<file path="src/rtl/err_log_pkg.sv">
package err_log_pkg;

   localparam int TYPE_W    = 4;
   localparam int NUM_TYPES = 11;

   typedef enum logic [TYPE_W-1:0] {
      ET_UNCORR   = 4'd0,
      ET_CORR     = 4'd1,
      ET_TIMEOUT  = 4'd2,
      ET_BUSERR   = 4'd3,
      ET_BUFPAR   = 4'd4,
      ET_TAGPAR   = 4'd5,
      ET_DATAPAR  = 4'd6,
      ET_WBPAR    = 4'd7,
      ET_IVUNCORR = 4'd8,
      ET_ADDRPAR  = 4'd9,
      ET_SPARE    = 4'd10
   } err_type_e;

   // decoded class of the current event
   typedef struct packed {
      logic log;
      logic is_corr;
      logic acc_grp;
      logic tag_par;
      logic addr_par;
   } err_class_t;

   // enable register bit positions
   localparam int EN_CORR = 0;
   localparam int EN_NC   = 1;
   localparam int EN_AP   = 2;
   localparam int EN_W    = 3;

endpackage

</file>
<file path="src/rtl/err_classify.sv">
module err_classify
   import err_log_pkg::*;
(
   input  logic                 ev_valid,
   input  logic [TYPE_W-1:0]    ev_type,
   input  logic                 ev_ivec,
   output logic [NUM_TYPES-1:0] hit,
   output err_class_t           cls
);

   logic accept;

   // a correctable error during interrupt vector transfer is dropped
   assign accept = ev_valid && (int'(ev_type) < NUM_TYPES) &&
                   !((ev_type == ET_CORR) && ev_ivec);

   for (genvar i = 0; i < NUM_TYPES; i++) begin : g_hit
      assign hit[i] = accept && (ev_type == TYPE_W'(i));
   end

   always_comb begin
      cls          = '0;
      cls.log      = accept;
      cls.is_corr  = hit[ET_CORR];
      cls.acc_grp  = hit[ET_UNCORR] | hit[ET_TIMEOUT] | hit[ET_BUSERR] |
                     hit[ET_BUFPAR] | hit[ET_DATAPAR] | hit[ET_WBPAR]  |
                     hit[ET_IVUNCORR];
      cls.tag_par  = hit[ET_TAGPAR];
      cls.addr_par = hit[ET_ADDRPAR];
   end

endmodule

</file>
<file path="src/rtl/err_status_reg.sv">
module err_status_reg
   import err_log_pkg::*;
(
   input  logic                 clk,
   input  logic                 rst_n,
   input  logic [NUM_TYPES-1:0] hit,
   input  logic                 ev_log,
   input  logic                 ev_corr,
   input  logic                 ev_priv,
   input  logic [NUM_TYPES-1:0] clr_sticky,
   input  logic                 clr_priv,
   input  logic                 clr_me,
   output logic [NUM_TYPES-1:0] sticky_q,
   output logic                 priv_q,
   output logic                 me_q
);

   logic repeat_nc;

   // same class seen again, correctable errors excluded
   assign repeat_nc = (|(hit & sticky_q)) && !ev_corr;

   always_ff @(posedge clk or negedge rst_n) begin
      if (!rst_n) begin
         sticky_q <= '0;
         priv_q   <= 1'b0;
         me_q     <= 1'b0;
      end else begin
         sticky_q <= (sticky_q & ~clr_sticky) | hit;
         priv_q   <= (priv_q & ~clr_priv) | (ev_log & ev_priv);
         me_q     <= (me_q & ~clr_me) | repeat_nc;
      end
   end

endmodule

</file>
<file path="src/rtl/err_trap_gen.sv">
module err_trap_gen
   import err_log_pkg::*;
(
   input  logic            clk,
   input  logic            rst_n,
   input  err_class_t      cls,
   input  logic            ev_instr,
   input  logic [EN_W-1:0] en,
   output logic            trap_dacc,
   output logic            trap_iacc,
   output logic            trap_corr,
   output logic            sys_fatal
);

   logic acc_fire;

   assign acc_fire = cls.acc_grp & en[EN_NC];

   always_ff @(posedge clk or negedge rst_n) begin
      if (!rst_n) begin
         trap_dacc <= 1'b0;
         trap_iacc <= 1'b0;
         trap_corr <= 1'b0;
         sys_fatal <= 1'b0;
      end else begin
         trap_dacc <= acc_fire & ~ev_instr;
         trap_iacc <= acc_fire &  ev_instr;
         trap_corr <= cls.is_corr & en[EN_CORR];
         sys_fatal <= (cls.tag_par & en[EN_NC]) | (cls.addr_par & en[EN_AP]);
      end
   end

endmodule

</file>
<file path="src/rtl/err_log_unit.sv">
module err_log_unit
   import err_log_pkg::*;
#(
   parameter int DATA_W     = 64,
   parameter int STICKY_TOP = 30
) (
   input  logic              clk,
   input  logic              rst_n,
   input  logic              ev_valid,
   input  logic [3:0]        ev_type,
   input  logic              ev_priv,
   input  logic              ev_instr,
   input  logic              ev_ivec,
   input  logic              reg_wr,
   input  logic              reg_sel,
   input  logic [DATA_W-1:0] reg_wdata,
   output logic [DATA_W-1:0] reg_rdata,
   output logic              trap_dacc,
   output logic              trap_iacc,
   output logic              trap_corr,
   output logic              sys_fatal
);

   localparam int STICKY_LO = STICKY_TOP - NUM_TYPES + 1;
   localparam int PRIV_BIT  = STICKY_TOP + 1;
   localparam int ME_BIT    = STICKY_TOP + 2;

   if (DATA_W < ME_BIT + 1) begin : g_bad_width
      $error("DATA_W too narrow for status layout");
   end
   if (STICKY_LO < EN_W) begin : g_bad_layout
      $error("STICKY_TOP too small for the sticky field");
   end

   logic [EN_W-1:0]      en_q;
   logic [NUM_TYPES-1:0] hit, sticky_q, clr_sticky;
   logic                 priv_q, me_q, wr_stat;
   err_class_t           cls;
   logic [DATA_W-1:0]    status_vec;

   assign wr_stat = reg_wr && reg_sel;

   always_ff @(posedge clk or negedge rst_n) begin
      if (!rst_n)                  en_q <= '0;
      else if (reg_wr && !reg_sel) en_q <= reg_wdata[EN_W-1:0];
   end

   for (genvar i = 0; i < NUM_TYPES; i++) begin : g_map
      assign clr_sticky[i] = wr_stat & reg_wdata[STICKY_TOP-i];
   end

   always_comb begin
      status_vec         = '0;
      status_vec[ME_BIT]   = me_q;
      status_vec[PRIV_BIT] = priv_q;
      for (int i = 0; i < NUM_TYPES; i++) status_vec[STICKY_TOP-i] = sticky_q[i];
   end

   assign reg_rdata = reg_sel ? status_vec : {{(DATA_W-EN_W){1'b0}}, en_q};

   err_classify u_cls (
      .ev_valid (ev_valid),
      .ev_type  (ev_type),
      .ev_ivec  (ev_ivec),
      .hit      (hit),
      .cls      (cls)
   );

   err_status_reg u_stat (
      .clk        (clk),
      .rst_n      (rst_n),
      .hit        (hit),
      .ev_log     (cls.log),
      .ev_corr    (cls.is_corr),
      .ev_priv    (ev_priv),
      .clr_sticky (clr_sticky),
      .clr_priv   (wr_stat & reg_wdata[PRIV_BIT]),
      .clr_me     (wr_stat & reg_wdata[ME_BIT]),
      .sticky_q   (sticky_q),
      .priv_q     (priv_q),
      .me_q       (me_q)
   );

   err_trap_gen u_trap (
      .clk       (clk),
      .rst_n     (rst_n),
      .cls       (cls),
      .ev_instr  (ev_instr),
      .en        (en_q),
      .trap_dacc (trap_dacc),
      .trap_iacc (trap_iacc),
      .trap_corr (trap_corr),
      .sys_fatal (sys_fatal)
   );

endmodule

</file>
<file path="config.mk">
export PLATFORM = sky130hd
export DESIGN_NAME = err_log_unit
export DESIGN_NICKNAME = d
export VERILOG_FILES = /design/src/rtl/err_log_pkg.sv /design/src/rtl/err_classify.sv /design/src/rtl/err_status_reg.sv /design/src/rtl/err_trap_gen.sv /design/src/rtl/err_log_unit.sv
export SDC_FILE = /design/constraint.sdc
export NUM_CORES = 1
export LEC_CHECK = 0
export BUFFER_PORTS_ARGS = -buffer_cell sky130_fd_sc_hd__buf_2
export CORE_ASPECT_RATIO = 0.8
export CORE_MARGIN = 2
export CORE_UTILIZATION = 36
export DETAILED_ROUTE_END_ITERATION = 7
export PLACE_DENSITY_LB_ADDON = 0.08
export SYNTH_ARGS = -nofsm -noshare
export SYNTH_HDL_FRONTEND = slang
export SYNTH_SLANG_ARGS = --single-unit
</file>
<file path="constraint.sdc">
create_clock -name clk -period 1.5 [get_ports clk]
set_clock_uncertainty 0.15 [all_clocks]
set_input_delay 0.15 -clock clk [delete_from_list [all_inputs] [get_ports clk]]
set_output_delay 0.15 -clock clk [all_outputs]
set_load 0.03 [all_outputs]
</file>
==> results of run 1 <==
==> per-stage QoR <==
step / hold WS [ns] / utilization, % / area [µm²]
2_1_floorplan: -0.296 / - / 1620
4_1_cts: 0.000250 / 44.0 / 1690
3_5_place_dp: -0.0160 / 41.6 / 1590
6_report: 0.00766 / 44.0 / 1690
3_3_place_gp: -0.0264 / 41.6 / 1590
5_1_grt: 0.00856 / 44.0 / 1690
==> state kept, by name, summed over array words and instances (netlist names) <==
signal and count:
u_trap.trap_corr 1, u_stat.me_q 1, u_stat.priv_q 1, en_q 3
u_trap.trap_dacc 1, u_trap.trap_iacc 1, u_trap.sys_fatal 1, u_stat.sticky_q 11
==> area by class of cell <==
class,instances,area [µm²],area share (%)
multi-input cells,132,722,42.8
clock buffers,3,41.3,2.45
repair buffers,60,345,20.5
flip-flops and latches,20,500,29.7
inverters,2,7.51,0.445
well taps,55,68.8,4.08
==> where the power goes <==
| group | internal (µW) | switching [µW] | total, µW |
|---|---|---|---|
| sequential | 604 | 44.3 | 648 |
| clock | 179 | 167 | 346 |
| combinational | 162 | 370 | 532 |
==> worst paths after layout <==
kind / depth (start not counted) / endpoint / from
min: 4 / u_stat.priv_q / reg_wdata[31]
max: 4 / u_stat.me_q / u_stat.sticky_q[8]
min in group asynchronous: 2 / u_trap.sys_fatal / rst_n
min reg2reg: 1 / u_stat.sticky_q[1] / u_stat.sticky_q[1]
max reg2reg: 4 / u_stat.me_q / u_stat.sticky_q[8]
max in group asynchronous: 2 / u_stat.sticky_q[3] / rst_n
==> placed cells by master, fill, tap and decap left out, types with 3 or more instances in the layout <==
cell,netlist,routed
a22o_1,3,3
and2_1,15,15
buf_2,2,47
buf_4,49,8
clkbuf_8,0,3
conb_1,1,48
dfrtp_1,20,20
dlygate4sd3_1,0,5
mux2_1,3,3
mux2i_1,3,3
nand2_1,22,22
nor2_1,5,5
nor2b_1,4,4
o21ai_0,5,5
==> timing repair <==
item,in CTS,in global routing
endpoints found under the hold margin,25,0
hold buffers,5,0
endpoints found under the setup margin,0,0
==> worst reg2reg max path: stages, from the launching register on <==
cell and delay (ns):
dfrtp_1 0.40, mux2i_1 0.15, nor3_1 0.09, a2111oi_4 0.30, o211ai_1 0.13
==> cells by family (layout without fill, tap and decap cells) <==
| group | count (synthesis) | after routing | share of synthesized area (%) |
|---|---|---|---|
| other cells | 1 | 48 | 0.261 |
| buf+inv | 55 | 65 | 27.3 |
| flops | 20 | 20 | 34.8 |
| mux | 6 | 6 | 4.43 |
| compound gates | 20 | 20 | 11.3 |
| simple gates | 58 | 58 | 21.9 |
==> per-layer routing <==
layer	track usage [%]	part of all wire, %
met1	18.6	44
met2	24.4	45
met3	3.82	8.4
met4	4.34	1.6
met5	0	0
==> out/qor.yml, run 1 <==
final_layout:
  antennaDiodeCount: 0
  stdcell_count: 272
  nFillCells: 401
  drive_above_1_share_pct: 28.6
  area_delta_synth_final_pct: 17.1
  layout.nets: 295
cts:
  cts.clk_slew.worst_paths_ns: 0.07
  post-cts-setup-buffers: 0
  clock-sinks: 20
  cts_max_path_buffers: 2
  cts_tree: "built"
  ctsResizeCount: 0
  cts.htree.levels: 1
  cts_buffers: 3
  worstSkewPairLatency_ns: 0.25
  cts_root_buf: "clkbuf_8"
global_route:
  grt_pass1_wl_mm: 4.80
  grt_overflow: 0
  grt_pass1_vias: 994
  grt.total_usage_pct: 14.5
  grt_max_degree: 21
  grt_antenna_before_repair: 0
placement:
  dp_slack_ns: 0.0659
  dp_hpwl_mm: 2.56
  dpl.cell_count: 264
  port_buffers: 47
  gp_congestion: 0.836
floorplan:
  die_area_um2: 4520
  die_x_um: 74.7
  row_count: 20
  initial_utilization_pct: 37.6
  io_pins: 144
  core_um2: 3830
  die_y_um: 60.5
yosys:
  synthFlopType: "dfrtp_1"
  synthTopCellsByCount: "49 x buf_4, 22 x nand2_1, 20 x dfrtp_1, 15 x and2_1"
  synth_top_area_share_pct: 34.8
  synthDistinctLibCells: 33
  synth_edf_count: 0
  synth_area_leaders: "dfrtp_1 35%, buf_4 26%, and2_1 6.5%"
  synth_area_um2: 1440
  synth_top_area_cell: "dfrtp_1"
  ys_seq_elements: 20
  syn_avg_cell_area_um2: 8.99
  yosysMostFrequentCell: "buf_4"
  yosysWarnings: 0
  yosysSeqAreaShare_pct: 34.8
  synthCells: 160
  synthArstFlopShare_pct: 100
sta:
  fmax_mhz: 740
  post-route-period-util_pct: 90.1
  hold_viol: 0
  setup_viol: 0
  rsz0062_at_grt: "false"
  setup_slack_ns: 0.149
  fin_tns_setup_ns: 0
  final-max-slew-violation-count: 0
  fin_crit_ns: 1.35
worst_hold_path:
  hold_path_class: "in -> reg"
power:
  p_per_area_nw_per_um2: 905
  vdd_drop_max_uv: 511
  power.leakage_uw: 0.000920
  power_uw: 1530
worst_setup_path:
  critPathSlowestCell: "dfrtp_1"
  crit_type: "reg -> reg"
  crit_buf_inv: 0
  crit_family: "compound AO/OA/AOI/OAI gates"
  slowest_delay_ns: 0.40
  required_ns: 1.47
  cp-end-kind: "register"
  worstPathCellList: "mux2i_1 -> nor3_1 -> a2111oi_4 -> o211ai_1"
  cp-start-kind: "register"
  r2r_slack_ns: 0.15
  worstPathMaxFanout: 3
  cp.arrival_ns: 1.32
drt:
  detail-route-antenna-nets: 0
  viasPerCell: 4.15
  drtIter0Drc: 37
  wire_per_inst_um: 11.6
  vias: 1130
  firstDrtPassIters: 4
  routed_wl_mm: 3.14
  drc: 0
flow_run:
  cap_viol_max_count: 0
outcome:
  outcome: "finished clean"
No activity file was read; power rests on OpenSTA's default activity.
==> run 2: changes to the inputs <==
Settings changed: GPL_TIMING_DRIVEN set to 0.
==> run 2 against run 1 <==
  * The flow now finishes with violations (hold timing)
  * Wire length shrank 1.1%
  * Combinational power up 16%
  * Critical path depth is the same
  * Non-clock buffer count is 43 higher
  * Fmax increased by 0.80%
  * Highest routed layer is now met3
==> out/qor.yml, run 2 (synthesis results as in run 1) <==
final_layout:
  layout_common_cells: "49 x buf_4, 48 x conb_1, 47 x buf_2"
  mostFrequentLayoutCell: "buf_4"
  final_util_pct: 52.3
  reg_top3: "u_stat.sticky_q x11, en_q x3"
  nFillCells: 380
  multiInputGateArea_um2: 722
  layout.nets: 338
  antennaDiodeCount: 0
  largest_reg_flops: 11
  area_delta_synth_final_pct: 39.0
  regMostFlops: "u_stat.sticky_q"
  final-seq-area_um2: 500
  drive_above_1_share_pct: 39.6
worst_setup_path:
  cp.arrival_ns: 1.31
  r2r_start: "u_stat.sticky_q[8]"
  crit_start: "u_stat.sticky_q[8]"
  crit_type: "reg -> reg"
  worstPathMaxFanout: 3
  reg2reg_to: "u_stat.me_q"
  cp-end-kind: "register"
  worstSetupEndpoint: "u_stat.me_q"
  required_ns: 1.47
  r2r_slack_ns: 0.16
  cp-start-kind: "register"
  rr_worst_depth: 4
placement:
  port_buffers: 45
  dp_hpwl_mm: 2.58
  gp_congestion: 0.820
floorplan:
  io_pins: 144
  initial_utilization_pct: 37.6
  row_count: 20
  core_um2: 3830
  die_y_um: 60.5
  die_area_um2: 4520
  die_x_um: 74.7
cts:
  cts_root_buf: "clkbuf_8"
  ctsResizeCount: 0
  cts.htree.levels: 1
  cts_buffers: 3
  post-cts-setup-buffers: 0
  cts_max_path_buffers: 2
  worstSkewPairLatency_ns: 0.25
  clock-sinks: 20
  cts_tree: "built"
  cts.clk_slew.worst_paths_ns: 0.07
sta:
  setup_viol: 0
  fmax_mhz: 746
  fin_tns_setup_ns: 0
  final-max-slew-violation-count: 0
  whs_ns: -0.00105
  hold_viol: 1
  fin_crit_ns: 1.34
  post-route-period-util_pct: 89.3
  rsz0062_at_grt: "false"
global_route:
  grt_antenna_before_repair: 0
  grt_max_degree: 21
  grt_pass1_vias: 1075
  grt_pass1_wl_mm: 4.85
  grt.total_usage_pct: 14.2
  grt_overflow: 0
drt:
  viasPerCell: 3.90
  vias: 1229
  drc: 0
  drtIter0Drc: 51
  firstDrtPassIters: 4
  wire_per_inst_um: 9.87
  detail-route-antenna-nets: 0
  routed_wl_mm: 3.11
worst_hold_path:
  hp-start: "ev_priv"
  hold_path_class: "in -> reg"
outcome:
  violations: "hold timing"
  outcome: "finished with violations"
power:
  p_per_area_nw_per_um2: 801
  vdd_drop_max_uv: 398
  power.leakage_uw: 0.00115
flow_run:
  cap_viol_max_count: 0
[run 2: cell count changes in the layout (fill, tap and decap cells not counted)]
cell and delta:
clkbuf_1 +2, buf_4 +41
[run 2: final cells by class]
class                           count  area share [%]
Multi-Input combinational cell    132            36.1
Sequential cell                    20            25.0
Buffer                             53            19.3
Timing Repair Buffer               50            13.8
Tap cell                           55            3.44
Clock buffer                        3            2.06
Inverter                            2           0.375
[run 2: worst min-delay path by stage]
stage | slack [ns] | to | depth (start not counted)
2_1_floorplan | -0.30 | en_q[0] | 0
3_5_place_dp | -0.02 | en_q[2] | 1
5_1_grt | 0.01 | u_stat.sticky_q[4] | 3
3_3_place_gp | -0.03 | en_q[2] | 1
6_report | -0.001 | u_stat.priv_q | 3
4_1_cts | 0.003 | u_stat.priv_q | 3
[run 2: stage by stage]
stage	setup WS, ns	instance area (µm²)	std cells	total power [µW]
after floorplan	0.121	1620	207	1130
after global placement	0.00398	1910	307	1260
after detailed placement	0.00485	1910	307	1260
after CTS	0.138	2000	315	1610
after global routing	0.0176	2000	315	1710
final	0.160	2000	315	1600
[run 2: worst max-delay path, cell delays in order (launching register included)]
cell,delay [ns]
dfrtp_1,0.40
mux2i_1,0.14
nor3_1,0.09
a2111oi_4,0.32
o211ai_1,0.12
[run 2: power by group]
part | internal, µW | switching (µW)
clock | 178 | 158
sequential | 604 | 46.1
combinational | 236 | 381
[run 2: metal layers]
metal  up-vias  wire (µm)  track usage [%]
li1        631          -                -
met1       533       1490             20.7
met2        65       1340             21.0
met3         0        276             3.99
met4         0          0             3.06
met5         -          0                0
[run 2: what timing repair did]
action,CTS,global route
endpoints found under the hold margin,25,0
hold buffers,5,0
setup endpoints to repair,0,0
==> run 3: changes to the inputs <==
Settings changed: CORE_ASPECT_RATIO 0.8 to 1.25.
==> run 3 against run 2 <==
  * The flow still finishes with violations (hold timing)
  * Wire length up 3.2%
  * Highest routed layer is now met4
  * Fmax up 0.18%
  * Critical endpoint unchanged
  * Utilization up 0.40 points
  * Flip-flop and latch count unchanged
  * Combinational power about the same
  * Via count down 0.49%
  * Clock power up 5%
  * Total power up 0.84%
==> out/qor.yml, run 3 (synthesis results as in run 1) <==
drt:
  routed_wl_mm: 3.21
  vias: 1223
  detail-route-antenna-nets: 0
  drc: 0
  firstDrtPassIters: 4
  wire_per_inst_um: 10.2
  drtIter0Drc: 31
  viasPerCell: 3.88
power:
  switching_share_pct: 36.9
  power.leakage_uw: 0.00116
  p_seq_share_pct: 39.9
  pwr-share-clk_pct: 21.9
  p_int_uw: 1020
  vdd_drop_max_uv: 399
  power_frac_comb_pct: 38.2
  switching_power_uw: 596
  p_per_area_nw_per_um2: 804
worst_setup_path:
  cp-start-kind: "register"
  crit_type: "reg -> reg"
  cp.arrival_ns: 1.32
  worstPathMaxFanout: 3
  crit_start: "u_stat.sticky_q[10]"
  r2r_start: "u_stat.sticky_q[10]"
  required_ns: 1.48
  cp-end-kind: "register"
  rr_worst_depth: 4
  r2r_slack_ns: 0.16
  reg2reg_to: "u_stat.me_q"
final_layout:
  nFillCells: 397
  layout_common_cells: "49 x buf_4, 48 x conb_1, 47 x buf_2"
  reg_top3: "u_stat.sticky_q x11, en_q x3"
  final-seq-area_um2: 500
  regMostFlops: "u_stat.sticky_q"
  design_area_um2: 2010
  final_util_pct: 52.7
  drive_above_1_share_pct: 39.5
  multiInputGateArea_um2: 722
  antennaDiodeCount: 0
  stdcell_count: 315
  area_delta_synth_final_pct: 39.7
  layout.nets: 339
  mostFrequentLayoutCell: "buf_4"
  largest_reg_flops: 11
cts:
  cts.clk_slew.worst_paths_ns: 0.08
  cts_max_path_buffers: 2
  clock-sinks: 20
  ctsResizeCount: 0
  cts_tree: "built"
  post-cts-setup-buffers: 0
  cts_root_buf: "clkbuf_8"
  cts_buffers: 3
  cts.htree.levels: 1
  worstSkewPairLatency_ns: 0.25
  hold_buffers: 6
outcome:
  outcome: "finished with violations"
  violations: "hold timing"
sta:
  fmax_mhz: 748
  final-max-slew-violation-count: 0
  setup_viol: 0
  fin_crit_ns: 1.34
  setup_slack_ns: 0.162
  post-route-period-util_pct: 89.2
  hold_viol: 1
  whs_ns: -0.00996
  fin_tns_setup_ns: 0
  rsz0062_at_grt: "false"
placement:
  port_buffers: 45
  dpl.cell_count: 306
  dp_slack_ns: -0.000747
  dp_hpwl_mm: 2.65
  placed_area_um2: 1910
  gp_congestion: 0.753
flow_run:
  cap_viol_max_count: 0
global_route:
  grt.total_usage_pct: 14.4
  grt_antenna_before_repair: 0
  grt_max_degree: 21
  grt_pass1_vias: 1066
  grt_overflow: 0
  grt_pass1_wl_mm: 4.86
floorplan:
  row_count: 25
  die_y_um: 74.7
  io_pins: 144
  die_x_um: 60.5
  initial_utilization_pct: 37.7
  die_area_um2: 4520
  core_um2: 3820
worst_hold_path:
  hp-start: "reg_wdata[31]"
  hold_path_class: "in -> reg"
  hold_path_depth: 4
  worstHoldEndpoint: "u_stat.priv_q"
[run 3: cell types whose count changed in the layout (fill, tap and decap cells not counted)]
cell	previous run	this run
dlygate4sd3_1	5	6
[run 3: layer usage]
layer	wire length, µm	GRT usage [%]	vias to the layer above
met4	57	5.80	0
li1	-	-	636
met1	1320	18.3	524
met5	0	0	-
met3	279	2.92	5
met2	1550	23.8	58
[run 3: final cells by class]
type                       instances  area share [%]
multi-input combinational        132            35.9
buffer                            53            19.2
timing repair buffer              51            14.2
clock buffer                       3            2.05
tap                               54            3.36
inverter                           2           0.374
sequential                        20            24.9
[run 3: worst max path at each step]
stage / cells past startpoint / to / slack [ns]
3_3_place_gp: 6 / u_stat.me_q / -0.01
6_report: 4 / u_stat.me_q / 0.16
4_1_cts: 4 / reg_rdata[28] / 0.14
5_1_grt: 4 / u_stat.me_q / 0.04
2_1_floorplan: 5 / u_stat.me_q / 0.12
3_5_place_dp: 6 / u_stat.me_q / -0.0007
[run 3: per-stage QoR]
| step | total power (µW) | hold WS, ns |
|---|---|---|
| 2_1_floorplan | 1130 | -0.296 |
| 3_5_place_dp | 1260 | -0.0163 |
| 4_1_cts | 1620 | 0.00180 |
| 3_3_place_gp | 1260 | -0.0160 |
| 5_1_grt | 1700 | 0.0223 |
| 6_report | 1620 | -0.00996 |
[run 3: power groups by stage]
stage,Combinational [µW],Clock [µW],Sequential [µW]
detailed placement,605,0,657
CTS,617,359,647
global placement,604,0,657
finish,617,353,646
floorplan,484,0,650
global route,669,378,656
[run 3: critical path, cell delays in order (launching register included)]
cell	delay, ns
dfrtp_1	0.39
mux2i_1	0.15
nor3_1	0.09
a2111oi_4	0.32
o211ai_1	0.12
